==> config.mk <==
export PLATFORM = sky130hd
export DESIGN_NAME = lvr_seq
export DESIGN_NICKNAME = d
export VERILOG_FILES = /design/src/rtl/lvr_pkg.sv /design/src/rtl/lvr_filt.sv /design/src/rtl/lvr_cfg.sv /design/src/rtl/lvr_fsm.sv /design/src/rtl/lvr_seq.sv
export SDC_FILE = /design/constraint.sdc
export NUM_CORES = 1
export LEC_CHECK = 0
export BUFFER_PORTS_ARGS = -buffer_cell sky130_fd_sc_hd__buf_4
export CAP_MARGIN = 10
export CORE_MARGIN = 5
export CORE_UTILIZATION = 35
export DETAILED_ROUTE_END_ITERATION = 10
export SYNTH_ARGS = -nofsm -noshare
export SYNTH_HDL_FRONTEND = slang
export SYNTH_HIERARCHICAL = 1
export SYNTH_SLANG_ARGS = --single-unit
==> constraint.sdc <==
create_clock -name clk -period 1.7 [get_ports clk]
set_input_delay 0.34 -clock clk [delete_from_list [all_inputs] [get_ports clk]]
set_output_delay 0.34 -clock clk [all_outputs]
set_load 0.05 [all_outputs]
==> src/rtl/lvr_pkg.sv <==
package lvr_pkg;
  typedef enum logic [1:0] {
    ST_POR = 2'd0,
    ST_LVD = 2'd1,
    ST_DLY = 2'd2,
    ST_RUN = 2'd3
  } lvr_state_e;

  typedef struct packed {
    logic det_en;
    logic keep;
    logic sel_hi;
  } lvr_cfg_t;

  localparam lvr_cfg_t CFG_DEF = '{det_en: 1'b1, keep: 1'b0, sel_hi: 1'b0};

  localparam logic [2:0] MODE_RUN = 3'd0;
  localparam logic [2:0] MODE_S2  = 3'd2;
  localparam logic [2:0] MODE_S3  = 3'd3;
  localparam logic [2:0] MODE_S4  = 3'd4;
endpackage

==> src/rtl/lvr_filt.sv <==
module lvr_filt #(
  parameter int FILT = 4
) (
  input  logic clk,
  input  logic rst_n,
  input  logic clr_i,
  input  logic raw_i,
  output logic flt_o
);
  localparam int CW = $clog2(FILT + 1);

  logic [CW-1:0] cnt_q, cnt_d;
  logic          flt_q, flt_d;

  always_comb begin
    cnt_d = cnt_q;
    flt_d = flt_q;
    if (clr_i) begin
      cnt_d = '0;
      flt_d = 1'b0;
    end else if (raw_i != flt_q) begin
      if (cnt_q == CW'(FILT - 1)) begin
        cnt_d = '0;
        flt_d = raw_i;
      end else begin
        cnt_d = cnt_q + 1'b1;
      end
    end else begin
      cnt_d = '0;
    end
  end

  always_ff @(posedge clk or negedge rst_n) begin
    if (!rst_n) begin
      cnt_q <= '0;
      flt_q <= 1'b0;
    end else begin
      cnt_q <= cnt_d;
      flt_q <= flt_d;
    end
  end

  assign flt_o = flt_q;

  AST_FILT_HOLD: assert property (@(posedge clk) disable iff (!rst_n)
    (!clr_i && raw_i == flt_q) |=> (flt_q == $past(flt_q)));
endmodule

==> src/rtl/lvr_cfg.sv <==
module lvr_cfg
  import lvr_pkg::*;
(
  input  logic     clk,
  input  logic     rst_n,
  input  logic     clr_i,
  input  logic     we_i,
  input  lvr_cfg_t wdata_i,
  output lvr_cfg_t cfg_o
);
  lvr_cfg_t cfg_q, cfg_d;

  always_comb begin
    cfg_d = cfg_q;
    if (clr_i)     cfg_d = CFG_DEF;
    else if (we_i) cfg_d = wdata_i;
  end

  always_ff @(posedge clk or negedge rst_n) begin
    if (!rst_n) cfg_q <= CFG_DEF;
    else        cfg_q <= cfg_d;
  end

  assign cfg_o = cfg_q;

  AST_CFG_DEFAULT: assert property (@(posedge clk) disable iff (!rst_n)
    clr_i |=> (cfg_q == CFG_DEF));
endmodule

==> src/rtl/lvr_fsm.sv <==
module lvr_fsm
  import lvr_pkg::*;
#(
  parameter int DLY = 16
) (
  input  logic       clk,
  input  logic       rst_n,
  input  logic       below_i,
  input  logic       lo_f_i,
  input  logic       hi_f_i,
  input  lvr_cfg_t   cfg_i,
  input  logic       stop_req_i,
  input  logic       stop_depth_i,
  output logic       hold_o,
  output logic       cmp_en_o,
  output logic [2:0] mode_o,
  output logic       src_por_o,
  output logic       src_lvd_o
);
  localparam int DW = $clog2(DLY + 1);

  lvr_state_e    state_q, state_d;
  logic [DW-1:0] dcnt_q, dcnt_d;
  logic [2:0]    mode_q, mode_d;
  logic          por_q, por_d, lvd_q, lvd_d;
  logic          sel_f, deep, trip;

  assign sel_f = cfg_i.sel_hi ? hi_f_i : lo_f_i;
  assign deep  = (mode_q == MODE_S2) || (mode_q == MODE_S3);
  assign trip  = (state_q == ST_RUN) && cfg_i.det_en && !deep && !sel_f;

  always_comb begin
    state_d = state_q;
    dcnt_d  = dcnt_q;
    case (state_q)
      ST_POR: if (lo_f_i) state_d = ST_RUN;
      ST_LVD: if (sel_f) begin
        state_d = ST_DLY;
        dcnt_d  = '0;
      end
      ST_DLY: begin
        if (!sel_f)                       state_d = ST_LVD;
        else if (dcnt_q == DW'(DLY - 1))  state_d = ST_RUN;
        else                              dcnt_d  = dcnt_q + 1'b1;
      end
      default: if (trip) state_d = ST_LVD;
    endcase
    if (below_i) state_d = ST_POR;
  end

  always_comb begin
    por_d = por_q;
    lvd_d = lvd_q;
    if (below_i) begin
      por_d = 1'b1;
      lvd_d = 1'b1;
    end else if (trip) begin
      por_d = 1'b0;
      lvd_d = 1'b1;
    end
  end

  always_comb begin
    mode_d = mode_q;
    if (below_i || trip || state_q != ST_RUN || !stop_req_i) begin
      mode_d = MODE_RUN;
    end else if (mode_q == MODE_RUN) begin
      if (cfg_i.det_en && cfg_i.keep) mode_d = MODE_S4;
      else if (stop_depth_i)          mode_d = MODE_S3;
      else                            mode_d = MODE_S2;
    end
  end

  always_ff @(posedge clk or negedge rst_n) begin
    if (!rst_n) begin
      state_q <= ST_POR;
      dcnt_q  <= '0;
      mode_q  <= MODE_RUN;
      por_q   <= 1'b1;
      lvd_q   <= 1'b1;
    end else begin
      state_q <= state_d;
      dcnt_q  <= dcnt_d;
      mode_q  <= mode_d;
      por_q   <= por_d;
      lvd_q   <= lvd_d;
    end
  end

  always_comb begin
    if (state_q != ST_RUN)      cmp_en_o = 1'b1;
    else if (deep)              cmp_en_o = 1'b0;
    else if (mode_q == MODE_S4) cmp_en_o = 1'b1;
    else                        cmp_en_o = cfg_i.det_en;
  end

  assign hold_o    = (state_q != ST_RUN);
  assign mode_o    = mode_q;
  assign src_por_o = por_q;
  assign src_lvd_o = lvd_q;

  AST_POR_SRC: assert property (@(posedge clk) disable iff (!rst_n)
    below_i |=> (por_q && lvd_q && state_q == ST_POR));
  AST_POR_WAIT: assert property (@(posedge clk) disable iff (!rst_n)
    (state_q == ST_POR && !lo_f_i) |=> (state_q != ST_RUN));
  AST_TRIP_SRC: assert property (@(posedge clk) disable iff (!rst_n)
    (state_q == ST_LVD && $past(state_q) == ST_RUN) |-> (!por_q && lvd_q));
  AST_DEEP_NOTRIP: assert property (@(posedge clk) disable iff (!rst_n)
    (state_q == ST_RUN && deep && !below_i) |=> (state_q == ST_RUN));
  AST_DLY_ABORT: assert property (@(posedge clk) disable iff (!rst_n)
    (state_q == ST_DLY && !sel_f && !below_i) |=> (state_q == ST_LVD));
  AST_STOP4: assert property (@(posedge clk) disable iff (!rst_n)
    (state_q == ST_RUN && mode_q == MODE_RUN && stop_req_i && !trip && !below_i
     && cfg_i.det_en && cfg_i.keep) |=> (mode_q == MODE_S4));
  AST_RST_NOMODE: assert property (@(posedge clk) disable iff (!rst_n)
    (state_q != ST_RUN) |-> (mode_q == MODE_RUN));
endmodule

==> src/rtl/lvr_seq.sv <==
module lvr_seq
  import lvr_pkg::*;
#(
  parameter int FILT = 4,
  parameter int DLY  = 16
) (
  input  logic       clk,
  input  logic       rst_n,
  input  logic       below_rearm_i,
  input  logic       above_lo_i,
  input  logic       above_hi_i,
  input  logic       stop_req_i,
  input  logic       stop_depth_i,
  input  logic       cfg_we_i,
  input  logic       cfg_det_en_i,
  input  logic       cfg_stop_keep_i,
  input  logic       cfg_sel_hi_i,
  output logic       sys_rst_o,
  output logic       cmp_en_o,
  output logic [2:0] stop_mode_o,
  output logic       src_por_o,
  output logic       src_lvd_o
);
  localparam int NCMP = 2;

  logic [1:0]      rsync_q;
  logic            rst_s_n;
  logic [NCMP-1:0] raw, flt;
  lvr_cfg_t        wdata, cfg;
  logic            hold;

  always_ff @(posedge clk or negedge rst_n) begin
    if (!rst_n) rsync_q <= 2'b00;
    else        rsync_q <= {rsync_q[0], 1'b1};
  end
  assign rst_s_n = rsync_q[1];

  assign raw = {above_hi_i, above_lo_i};

  for (genvar g = 0; g < NCMP; g++) begin : g_filt
    lvr_filt #(.FILT(FILT)) u_filt (
      .clk  (clk),
      .rst_n(rst_s_n),
      .clr_i(below_rearm_i),
      .raw_i(raw[g]),
      .flt_o(flt[g])
    );
  end

  assign wdata = '{det_en: cfg_det_en_i, keep: cfg_stop_keep_i, sel_hi: cfg_sel_hi_i};

  lvr_cfg u_cfg (
    .clk    (clk),
    .rst_n  (rst_s_n),
    .clr_i  (below_rearm_i),
    .we_i   (cfg_we_i),
    .wdata_i(wdata),
    .cfg_o  (cfg)
  );

  lvr_fsm #(.DLY(DLY)) u_fsm (
    .clk         (clk),
    .rst_n       (rst_s_n),
    .below_i     (below_rearm_i),
    .lo_f_i      (flt[0]),
    .hi_f_i      (flt[1]),
    .cfg_i       (cfg),
    .stop_req_i  (stop_req_i),
    .stop_depth_i(stop_depth_i),
    .hold_o      (hold),
    .cmp_en_o    (cmp_en_o),
    .mode_o      (stop_mode_o),
    .src_por_o   (src_por_o),
    .src_lvd_o   (src_lvd_o)
  );

  assign sys_rst_o = below_rearm_i | hold;

  AST_REARM_RST: assert property (@(posedge clk) disable iff (!rst_s_n)
    below_rearm_i |=> sys_rst_o);
endmodule

==> run summary, run 1 <==
RR Endpoint: u_fsm/dcnt_q[3]
Commonest cells after routing, fill and taps aside: 24 x buf_4, 21 x dfrtp_1, 6 x o21ai_0
Crit-path leading delay family: simple AND/OR/NAND/NOR gates
Post-synthesis cell count: 108
Final nets: 150
ANT cells: 0
Max-slew headroom: 57.9%
Most crowded layer after global routing: met2
Post-route DRC: 0
Die Ht: 68.4 um
GPL Wtd Cong: 0.752
Vias: 916
Outcome: completed
Met2 capacity usage during global routing: 19.3%
Req. time, crit path: 1960 ps
Startpoint Class: flip-flop
Leakage: 0.000655 uW
EDFF count, synth: 0
I/O Pins: 18
Mapped Area: 1190 um2
Initial Util: 36.0%
Met1 Use GR: 14.4%
Top_reg_cell synth: dfrtp_1
Worst Path Buf+Inv: 0
Setup Viol. Count Final: 0
Synthesis Warnings: 6
R2R cell count: 6
Global-route wire length before repair: 4.03 mm
Clock transition at path regs: 130 ps
Slowest cell on the critical path: dfrtp_1
Clk Tree Root Cell: clkbuf_4
WS Path Type: flip-flop to flip-flop
Least-Margin Pin Slew: 616 ps
Max frequency: 597 MHz
GRT overflow: 0
Commonest non-fill, non-tap cell in the layout: buf_4
CP max stage delay: 410 ps
Post-synthesis area per instance: 11.0 um2
DIE AREA: 4670 um2
Total Power: 1080 uW
Vias in the first global route: 914
FILL cells: 341
FP Rows: 21
Power Dens Cells: 714 nW/um2
Max-Cap Viols: 0
Synth cell types: 42
Worst IR Drop VDD: 564 uV
Critical Path AT: 1940 ps
Largest net degree at the start of global routing: 23
Hold slack: 219 ps
Total CTS buffers: 3
Max FO, Critical Path: 5
Clock sink total: 24
Post-synth ARST share: 100%
RSZ-0062 raised after global routing: yes
Syn nets: 123
Fin crit period: 1680 ps
Placed wire-length estimate: 1.72 mm
Post-synth top area share: 46.2%
Yosys top cell by area: dfrtp_1
Final instance area: 1510 um2
Vias/cell: 5.09
Clock Path Buffers: 2
Port Buffers: 16
Synth Register Bits: 24
Initial antenna violation count: 0
Register area share after synthesis: 50.6%
Die X: 68.4 um
R2r startpoint: u_fsm/dcnt_q[1]
Final period util: 98.6%
Final Skew: 3.97 ps
Met3 usage: 4.27%
DR iter-0 viols: 66
Placed Area: 1410 um2
Worst Setup SP: u_fsm/dcnt_q[1]
Area grow syn2layout: 26.5%
R2R setup slack: 20 ps
Remaining antenna violation count: 0
Crit end category: flip-flop
Hold Crit Class: flip-flop to async pin
CP Capture Point: u_fsm/dcnt_q[3]
Worst-Skew Late Latency: 310 ps
Critical path cell sequence: ha_2, and3_4, ha_4, nand4b_1, or4_1, nand3_1
Slew Viols, Final: 0
Core Area: 3310 um2
TritonCTS clock tree: done
Levels on crit path: 6
DR pass1 iterations: 4
Top cells by area, synth: dfrtp_1 46%, dfstp_2 4.4%, ha_1 4.2%
GRT Util Overall: 11.6%
CTS H-tree lvls: 1
Avg WL per Cell: 13.0 um
Share of layout cells above drive strength 1: 31.3%
Final WL: 2.34 mm
Fin. Hold Viols: 0
[area by class of cell]
class                      count  area [um2]  area share (%)
timing repair buffer          25         190            12.6
sequential                    24         604            40.0
clock inverter                 1        30.0            1.99
tap                           46        57.6            3.81
inverter                       4        15.0           0.995
clock buffer                   3        22.5            1.49
multi-input combinational     77         589            39.1
[worst min-delay path by stage]
stage / startpoint / end / slack, ps / cells past startpoint
2_1_floorplan: rst_n / rsync_q[0] / 40 / 0
3_3_place_gp: rst_n / rsync_q[0] / 120 / 1
3_5_place_dp: rst_n / rsync_q[1] / 130 / 1
4_1_cts: rsync_q[1] / g_filt[1].u_filt/cnt_q[1] / 230 / 1
5_1_grt: cfg_det_en_i / u_cfg/cfg_o[2] / 210 / 2
6_report: rsync_q[1] / g_filt[1].u_filt/cnt_q[1] / 220 / 1
[synth_stat cells (3+ instances only)]
cell type,n
nor4b_1,4
dfrtp_1,22
nor2_1,4
o21a_1,3
o31ai_1,3
o21ai_0,7
nor2b_1,4
nand4b_1,3
inv_1,4
nand2_1,4
ha_1,4
a21oi_1,5
[per-layer routing]
metal / wire [um] / up-vias
met2: 1150 / 13
met5: 0 / -
li1: - / 451
met4: 12 / 0
met1: 1080 / 450
met3: 105 / 2
[worst register-to-register path, cell delays in order (launching register included)]
cell,delay [ps]
dfrtp_1,410
ha_2,200
and3_4,180
ha_4,170
nand4b_1,180
or4_1,410
nand3_1,80
[sequential cells by signal, indices dropped and copies added, names as in the netlist]
| signal | cells |
|---|---|
| g_filt.u_filt/flt_o | 2 |
| u_fsm/src_por_o | 1 |
| u_fsm/state_q | 2 |
| u_cfg/cfg_o | 3 |
| rsync_q | 2 |
| u_fsm/mode_o | 3 |
| g_filt.u_filt/cnt_q | 6 |
| u_fsm/dcnt_q | 5 |
[cells by family (layout without fill, tap and decap cells)]
group,count (synthesis),after routing,share of synthesized area [%]
buffers and inverters,7,33,2.73
adder cells (fa/ha/maj),4,4,4.20
AND/OR/NAND/NOR,36,36,20.5
flip-flops,24,24,50.6
XOR/XNOR,2,2,1.47
multiplexers,4,4,3.78
AO/OA/AOI/OAI,29,29,16.2
other,2,2,0.630
[power by group]
group | leakage [uW] | total [uW] | switching [uW] | internal [uW]
clock network | 0.0000279 | 409 | 170 | 238
logic | 0.000319 | 75.3 | 39.7 | 35.5
registers | 0.000308 | 594 | 9.71 | 584
[stage by stage]
step	cells	setup slack (ps)	TNS, ps	utilization (%)
after floorplan	108	1.40	0	-
after global placement	173	-2.44	-2.44	42.5
after detailed placement	173	-49.1	-84.5	42.5
after CTS	179	13.6	0	44.8
after global routing	180	-56.4	-110	45.6
final	180	23.7	0	45.6
[what timing repair did]
item,in CTS,in global routing
setup endpoints to repair,3,6
buffers inserted,1,1
endpoints found under the hold margin,2,0
pin swaps,3,1
resized for setup,3,3
hold buffers,1,0
Note: power is estimated with default switching activity, not from simulation.
==> run 2, diff against run 1 <==
CORE_MARGIN = 2   (was 5)
==> run summary, run 2 (synthesis results as in run 1) <==
Area grow syn2layout: 27.2% (was 26.5%)
Remaining antenna violation count: 0 (unchanged)
Share of layout cells above drive strength 1: 33.6% (was 31.3%)
Commonest non-fill, non-tap cell in the layout: buf_4 (unchanged)
Core Area: 3310 um2 (unchanged)
Final Skew: 6.08 ps (was 3.97 ps)
GRT overflow: 0 (unchanged)
Least-Margin Pin Slew: 691 ps (was 616 ps)
FILL cells: 337 (was 341)
Die X: 62.4 um (was 68.4 um)
Final nets: 153 (was 150)
Post-route DRC: 0 (unchanged)
RSZ-0062 raised after global routing: yes (unchanged)
TritonCTS clock tree: done (unchanged)
Clock Path Buffers: 2 (unchanged)
FP Rows: 21 (unchanged)
Slowest cell on the critical path: or4_1 (was dfrtp_1)
GPL Wtd Cong: 0.787 (was 0.752)
DR pass1 iterations: 6 (was 4)
Largest regs: g_filt.u_filt/cnt_q (6), u_fsm/dcnt_q (5) (unchanged)
Final core occ: 45.8% (was 45.6%)
Worst-Skew Late Latency: 310 ps (about the same)
Slew Viols, Final: 0 (unchanged)
CP max stage delay: 410 ps (about the same)
Crit end category: flip-flop (unchanged)
Setup Viol. Count Final: 0 (unchanged)
Worst IR Drop VDD: 438 uV (was 564 uV)
Critical path cell sequence: ha_2, and3_4, ha_4, nand4b_1, or4_1, nand3_1 (unchanged)
Max frequency: 597 MHz (about the same)
ANT cells: 0 (unchanged)
Total CTS buffers: 3 (unchanged)
Final WL: 2.39 mm (was 2.34 mm)
Sequential cell area: 606 um2 (was 604 um2)
Initial antenna violation count: 0 (unchanged)
Global-route wire length before repair: 3.95 mm (was 4.03 mm)
Clock sink total: 24 (unchanged)
CTS H-tree lvls: 1 (unchanged)
GRT Util Overall: 12.6% (was 11.6%)
Startpoint Class: flip-flop (unchanged)
Final period util: 98.5% (was 98.6%)
Worst Path Buf+Inv: 0 (unchanged)
Crit-path leading delay family: simple AND/OR/NAND/NOR gates (unchanged)
Avg WL per Cell: 13.0 um (about the same)
Vias in the first global route: 886 (was 914)
Multi-input gate area: 589 um2 (unchanged)
Port Buffers: 16 (unchanged)
WS Path Type: flip-flop to flip-flop (unchanged)
Vias: 930 (was 916)
Max FO, Critical Path: 5 (unchanged)
Initial Util: 36.0% (unchanged)
Largest net degree at the start of global routing: 23 (unchanged)
Req. time, crit path: 1960 ps (about the same)
Critical Path AT: 1930 ps (was 1940 ps)
Commonest cells after routing, fill and taps aside: 27 x buf_4, 20 x dfrtp_1, 6 x o21ai_0 (was 24 x buf_4, 21 x dfrtp_1, 6 x o21ai_0)
Hold Crit Class: flip-flop to async pin (unchanged)
DR iter-0 viols: 57 (was 66)
Fin crit period: 1680 ps (about the same)
Vias/cell: 5.08 (was 5.09)
Power Dens Cells: 636 nW/um2 (was 714 nW/um2)
Max reg flops: 6 (unchanged)
Clk Tree Root Cell: clkbuf_4 (unchanged)
Max-Cap Viols: 0 (unchanged)
Setup Total Neg Slack: 0 ps (unchanged)
Placed wire-length estimate: 1.68 mm (was 1.72 mm)
Fin. Hold Viols: 0 (unchanged)
Hold slack: 218 ps (was 219 ps)
Max-slew headroom: 52.8% (was 57.9%)
Die Ht: 62.4 um (was 68.4 um)
Largest register by flop count: g_filt.u_filt/cnt_q (unchanged)
DIE AREA: 3890 um2 (was 4670 um2)
Outcome: completed (unchanged)
Leakage: 0.000661 uW (was 0.000655 uW)
Clock transition at path regs: 130 ps (about the same)
I/O Pins: 18 (unchanged)
==> run 2: cell types whose count changed in the layout (fill, tap and decap cells not counted), sizes merged <==
cell	delta
clkbuf	+1
buf	+3
bufinv	-1
==> run 2: stage by stage <==
step | instance area [um2] | total power [uW] | setup slack [ps] | instances
global route | 1520 | 1020 | -36.4 | 183
detailed placement | 1410 | 679 | -50.4 | 173
CTS | 1460 | 979 | -8.50 | 178
finish | 1520 | 965 | 24.9 | 183
floorplan | 1200 | 643 | 1.40 | 108
global placement | 1410 | 677 | -3.31 | 173
==> run 2: final timing paths <==
path                                  from         endpoint  slack (ps)  cells past startpoint
max                        u_fsm/dcnt_q[1]  u_fsm/dcnt_q[3]          20                      6
min                             rsync_q[1]  u_fsm/mode_o[0]         220                      1
max reg2reg                u_fsm/dcnt_q[1]  u_fsm/dcnt_q[3]          20                      6
min reg2reg                     rsync_q[1]  u_fsm/mode_o[0]         220                      1
max in group asynchronous       rsync_q[1]   u_cfg/cfg_o[2]        1200                      1
min in group clk              cfg_det_en_i   u_cfg/cfg_o[2]         240                      2
==> run 2: worst register-to-register path, cell delays in order, from the launching register on <==
cell      delay, ps
dfrtp_1         400
ha_2            190
and3_4          190
ha_4            170
nand4b_1        180
or4_1           410
nand3_1          80
==> run 2: repair_timing <==
item                                    in CTS  in global routing
pin swaps                                    3                  0
hold buffers                                 1                  0
endpoints found under the setup margin       4                  5
hold endpoints to repair                     2                  0
buffers inserted                             0                  5
gates resized for setup                      3                  4
==> run 2: metal layers <==
metal / track usage (%) / share of wire [%] / up-vias
li1: - / - / 462
met2: 20.9 / 48 / 10
met1: 15.7 / 47 / 456
met3: 4.32 / 3.6 / 2
met5: 0 / 0 / -
met4: 3.33 / 0.71 / 0
==> run 2: area by class of cell <==
class,instances,share of cell area (%)
Multi-Input combinational cell,77,38.9
Sequential cell,24,39.9
Inverter,4,0.990
Timing Repair Buffer,28,14.0
Tap cell,46,3.80
Clock buffer,4,2.39
==> run 2: power by group <==
group          internal, uW  switching, uW
Combinational          37.9           42.5
Sequential              584           8.41
Clock                   131            161
==> run 3, diff against run 2 <==
RECOVER_POWER = 25   (was unset)
==> run summary, run 3 (synthesis results as in run 1) <==
Share of layout cells above drive strength 1: 32.1% (was 33.6%)
Worst IR Drop VDD: 438 uV (about the same)
Worst setup margin: 24.2 ps (was 24.9 ps)
Cell Count, Final, Fillers Out: 183 (unchanged)
Hold Crit Class: input pin to flip-flop (was flip-flop to async pin)
Max-Cap Viols: 0 (unchanged)
Area grow syn2layout: 26.5% (was 27.2%)
DR iter-0 viols: 76 (was 57)
Commonest non-fill, non-tap cell in the layout: buf_4 (unchanged)
Vias: 933 (was 930)
Remaining antenna violation count: 0 (unchanged)
Largest register by flop count: g_filt.u_filt/cnt_q (unchanged)
Slew Viols, Final: 0 (unchanged)
# placed instances: 173 (unchanged)
Die Ht: 62.4 um (unchanged)
Placed wire-length estimate: 1.68 mm (unchanged)
Port Buffers: 16 (unchanged)
Vias/cell: 5.10 (was 5.08)
Levels on crit path: 6 (unchanged)
Final WL: 2.37 mm (was 2.39 mm)
Met2 capacity usage during global routing: 20.9% (unchanged)
Clock Path Buffers: 2 (unchanged)
Pre-CTS WS: -50.4 ps (unchanged)
Met1 Use GR: 15.7% (unchanged)
Final core occ: 45.6% (was 45.8%)
Post-route DRC: 0 (unchanged)
GRT Util Overall: 12.6% (unchanged)
Global-route wire length before repair: 3.95 mm (unchanged)
Critical Path AT: 1930 ps (about the same)
Req. time, crit path: 1960 ps (about the same)
Hold Crit Depth: 2
Outcome: completed (unchanged)
Max-slew headroom: 21.2% (was 52.8%)
Clk Tree Root Cell: clkbuf_4 (unchanged)
Max frequency: 597 MHz (about the same)
Power Dens Cells: 639 nW/um2 (was 636 nW/um2)
Least-Margin Pin Slew: 1180 ps (was 691 ps)
GPL Wtd Cong: 0.787 (unchanged)
Initial Util: 36.0% (unchanged)
Leakage: 0.000654 uW (was 0.000661 uW)
Crit-path leading delay family: simple AND/OR/NAND/NOR gates (unchanged)
Clock sink total: 24 (unchanged)
RSZ-0062 raised after global routing: yes (unchanged)
DIE AREA: 3890 um2 (unchanged)
CTS H-tree lvls: 1 (unchanged)
Final period util: 98.6% (was 98.5%)
Final nets: 153 (unchanged)
CP max stage delay: 410 ps (about the same)
Largest regs: g_filt.u_filt/cnt_q (6), u_fsm/dcnt_q (5) (unchanged)
R2R setup slack: 20 ps (about the same)
FP Rows: 21 (unchanged)
Startpoint Class: flip-flop (unchanged)
DR pass1 iterations: 4 (was 6)
Fin. Hold Viols: 0 (unchanged)
Clock transition at path regs: 130 ps (about the same)
Largest net degree at the start of global routing: 23 (unchanged)
Final Skew: 7.38 ps (was 6.08 ps)
Commonest cells after routing, fill and taps aside: 25 x buf_4, 20 x dfrtp_1, 6 x o21ai_0 (was 27 x buf_4, 20 x dfrtp_1, 6 x o21ai_0)
Max FO, Critical Path: 5 (unchanged)
Worst Path Buf+Inv: 0 (unchanged)
Critical path cell sequence: ha_2, and3_4, ha_4, nand4b_1, or4_1, nand3_1 (unchanged)
Slowest cell on the critical path: or4_1 (unchanged)
Met3 usage: 4.32% (unchanged)
ANT cells: 0 (unchanged)
Setup Viol. Count Final: 0 (unchanged)
Initial antenna violation count: 0 (unchanged)
Placed Area: 1410 um2 (unchanged)
Most crowded layer after global routing: met2 (unchanged)
Hold slack: 240 ps (was 218 ps)
Avg WL per Cell: 13.0 um (about the same)
R2R cell count: 6 (unchanged)
Fin crit period: 1680 ps (about the same)
Total CTS buffers: 3 (unchanged)
GRT overflow: 0 (unchanged)
Max reg flops: 6 (unchanged)
Final instance area: 1510 um2 (was 1520 um2)
Die X: 62.4 um (unchanged)
FILL cells: 339 (was 337)
Crit end category: flip-flop (unchanged)
Worst-Skew Late Latency: 310 ps (about the same)
TritonCTS clock tree: done (unchanged)
I/O Pins: 18 (unchanged)
Core Area: 3310 um2 (unchanged)
WS Path Type: flip-flop to flip-flop (unchanged)
Vias in the first global route: 886 (unchanged)
==> run 3: repair_timing <==
item	in CTS	in global routing
setup endpoints to repair	4	5
hold buffers	1	0
setup buffers	0	5
endpoints found under the hold margin	2	0
pin swaps	3	0
gates resized for setup	3	4
==> run 3: worst paths after layout <==
| path | startpoint | endpoint |
|---|---|---|
| worst max-delay path | u_fsm/dcnt_q[1] | u_fsm/dcnt_q[3] |
| worst min-delay path | cfg_det_en_i | u_cfg/cfg_o[2] |
| worst max register to register | u_fsm/dcnt_q[1] | u_fsm/dcnt_q[3] |
| worst min register to register | rsync_q[0] | rsync_q[1] |
| max in group asynchronous | rsync_q[1] | u_fsm/state_q[0] |
| min in group asynchronous | rst_n | rsync_q[0] |
==> run 3: power breakdown <==
part | switching, uW | internal [uW]
logic | 42.1 | 35.9
registers | 8.38 | 584
clock network | 163 | 131
==> run 3: per-stage QoR <==
| stage | power, uW | setup TNS, ps |
|---|---|---|
| 2_1_floorplan | 643 | 0 |
| 3_3_place_gp | 677 | -3.31 |
| 3_5_place_dp | 679 | -91.7 |
| 4_1_cts | 979 | -8.50 |
| 5_1_grt | 1020 | -36.4 |
| 6_report | 964 | 0 |
==> run 3: cell type report <==
| cell class | instances | area, um2 | share of cell area [%] |
|---|---|---|---|
| clock buffer | 4 | 36.3 | 2.40 |
| multi-input combinational | 77 | 589 | 39.1 |
| timing repair buffer | 28 | 205 | 13.6 |
| sequential | 24 | 606 | 40.1 |
| inverter | 4 | 15.0 | 0.995 |
| tap | 46 | 57.6 | 3.81 |
==> run 3: routing by layer <==
layer | vias up | share of wire [%]
li1 | 462 | -
met1 | 454 | 46
met2 | 15 | 49
met3 | 2 | 4.0
met4 | 0 | 0.72
met5 | - | 0
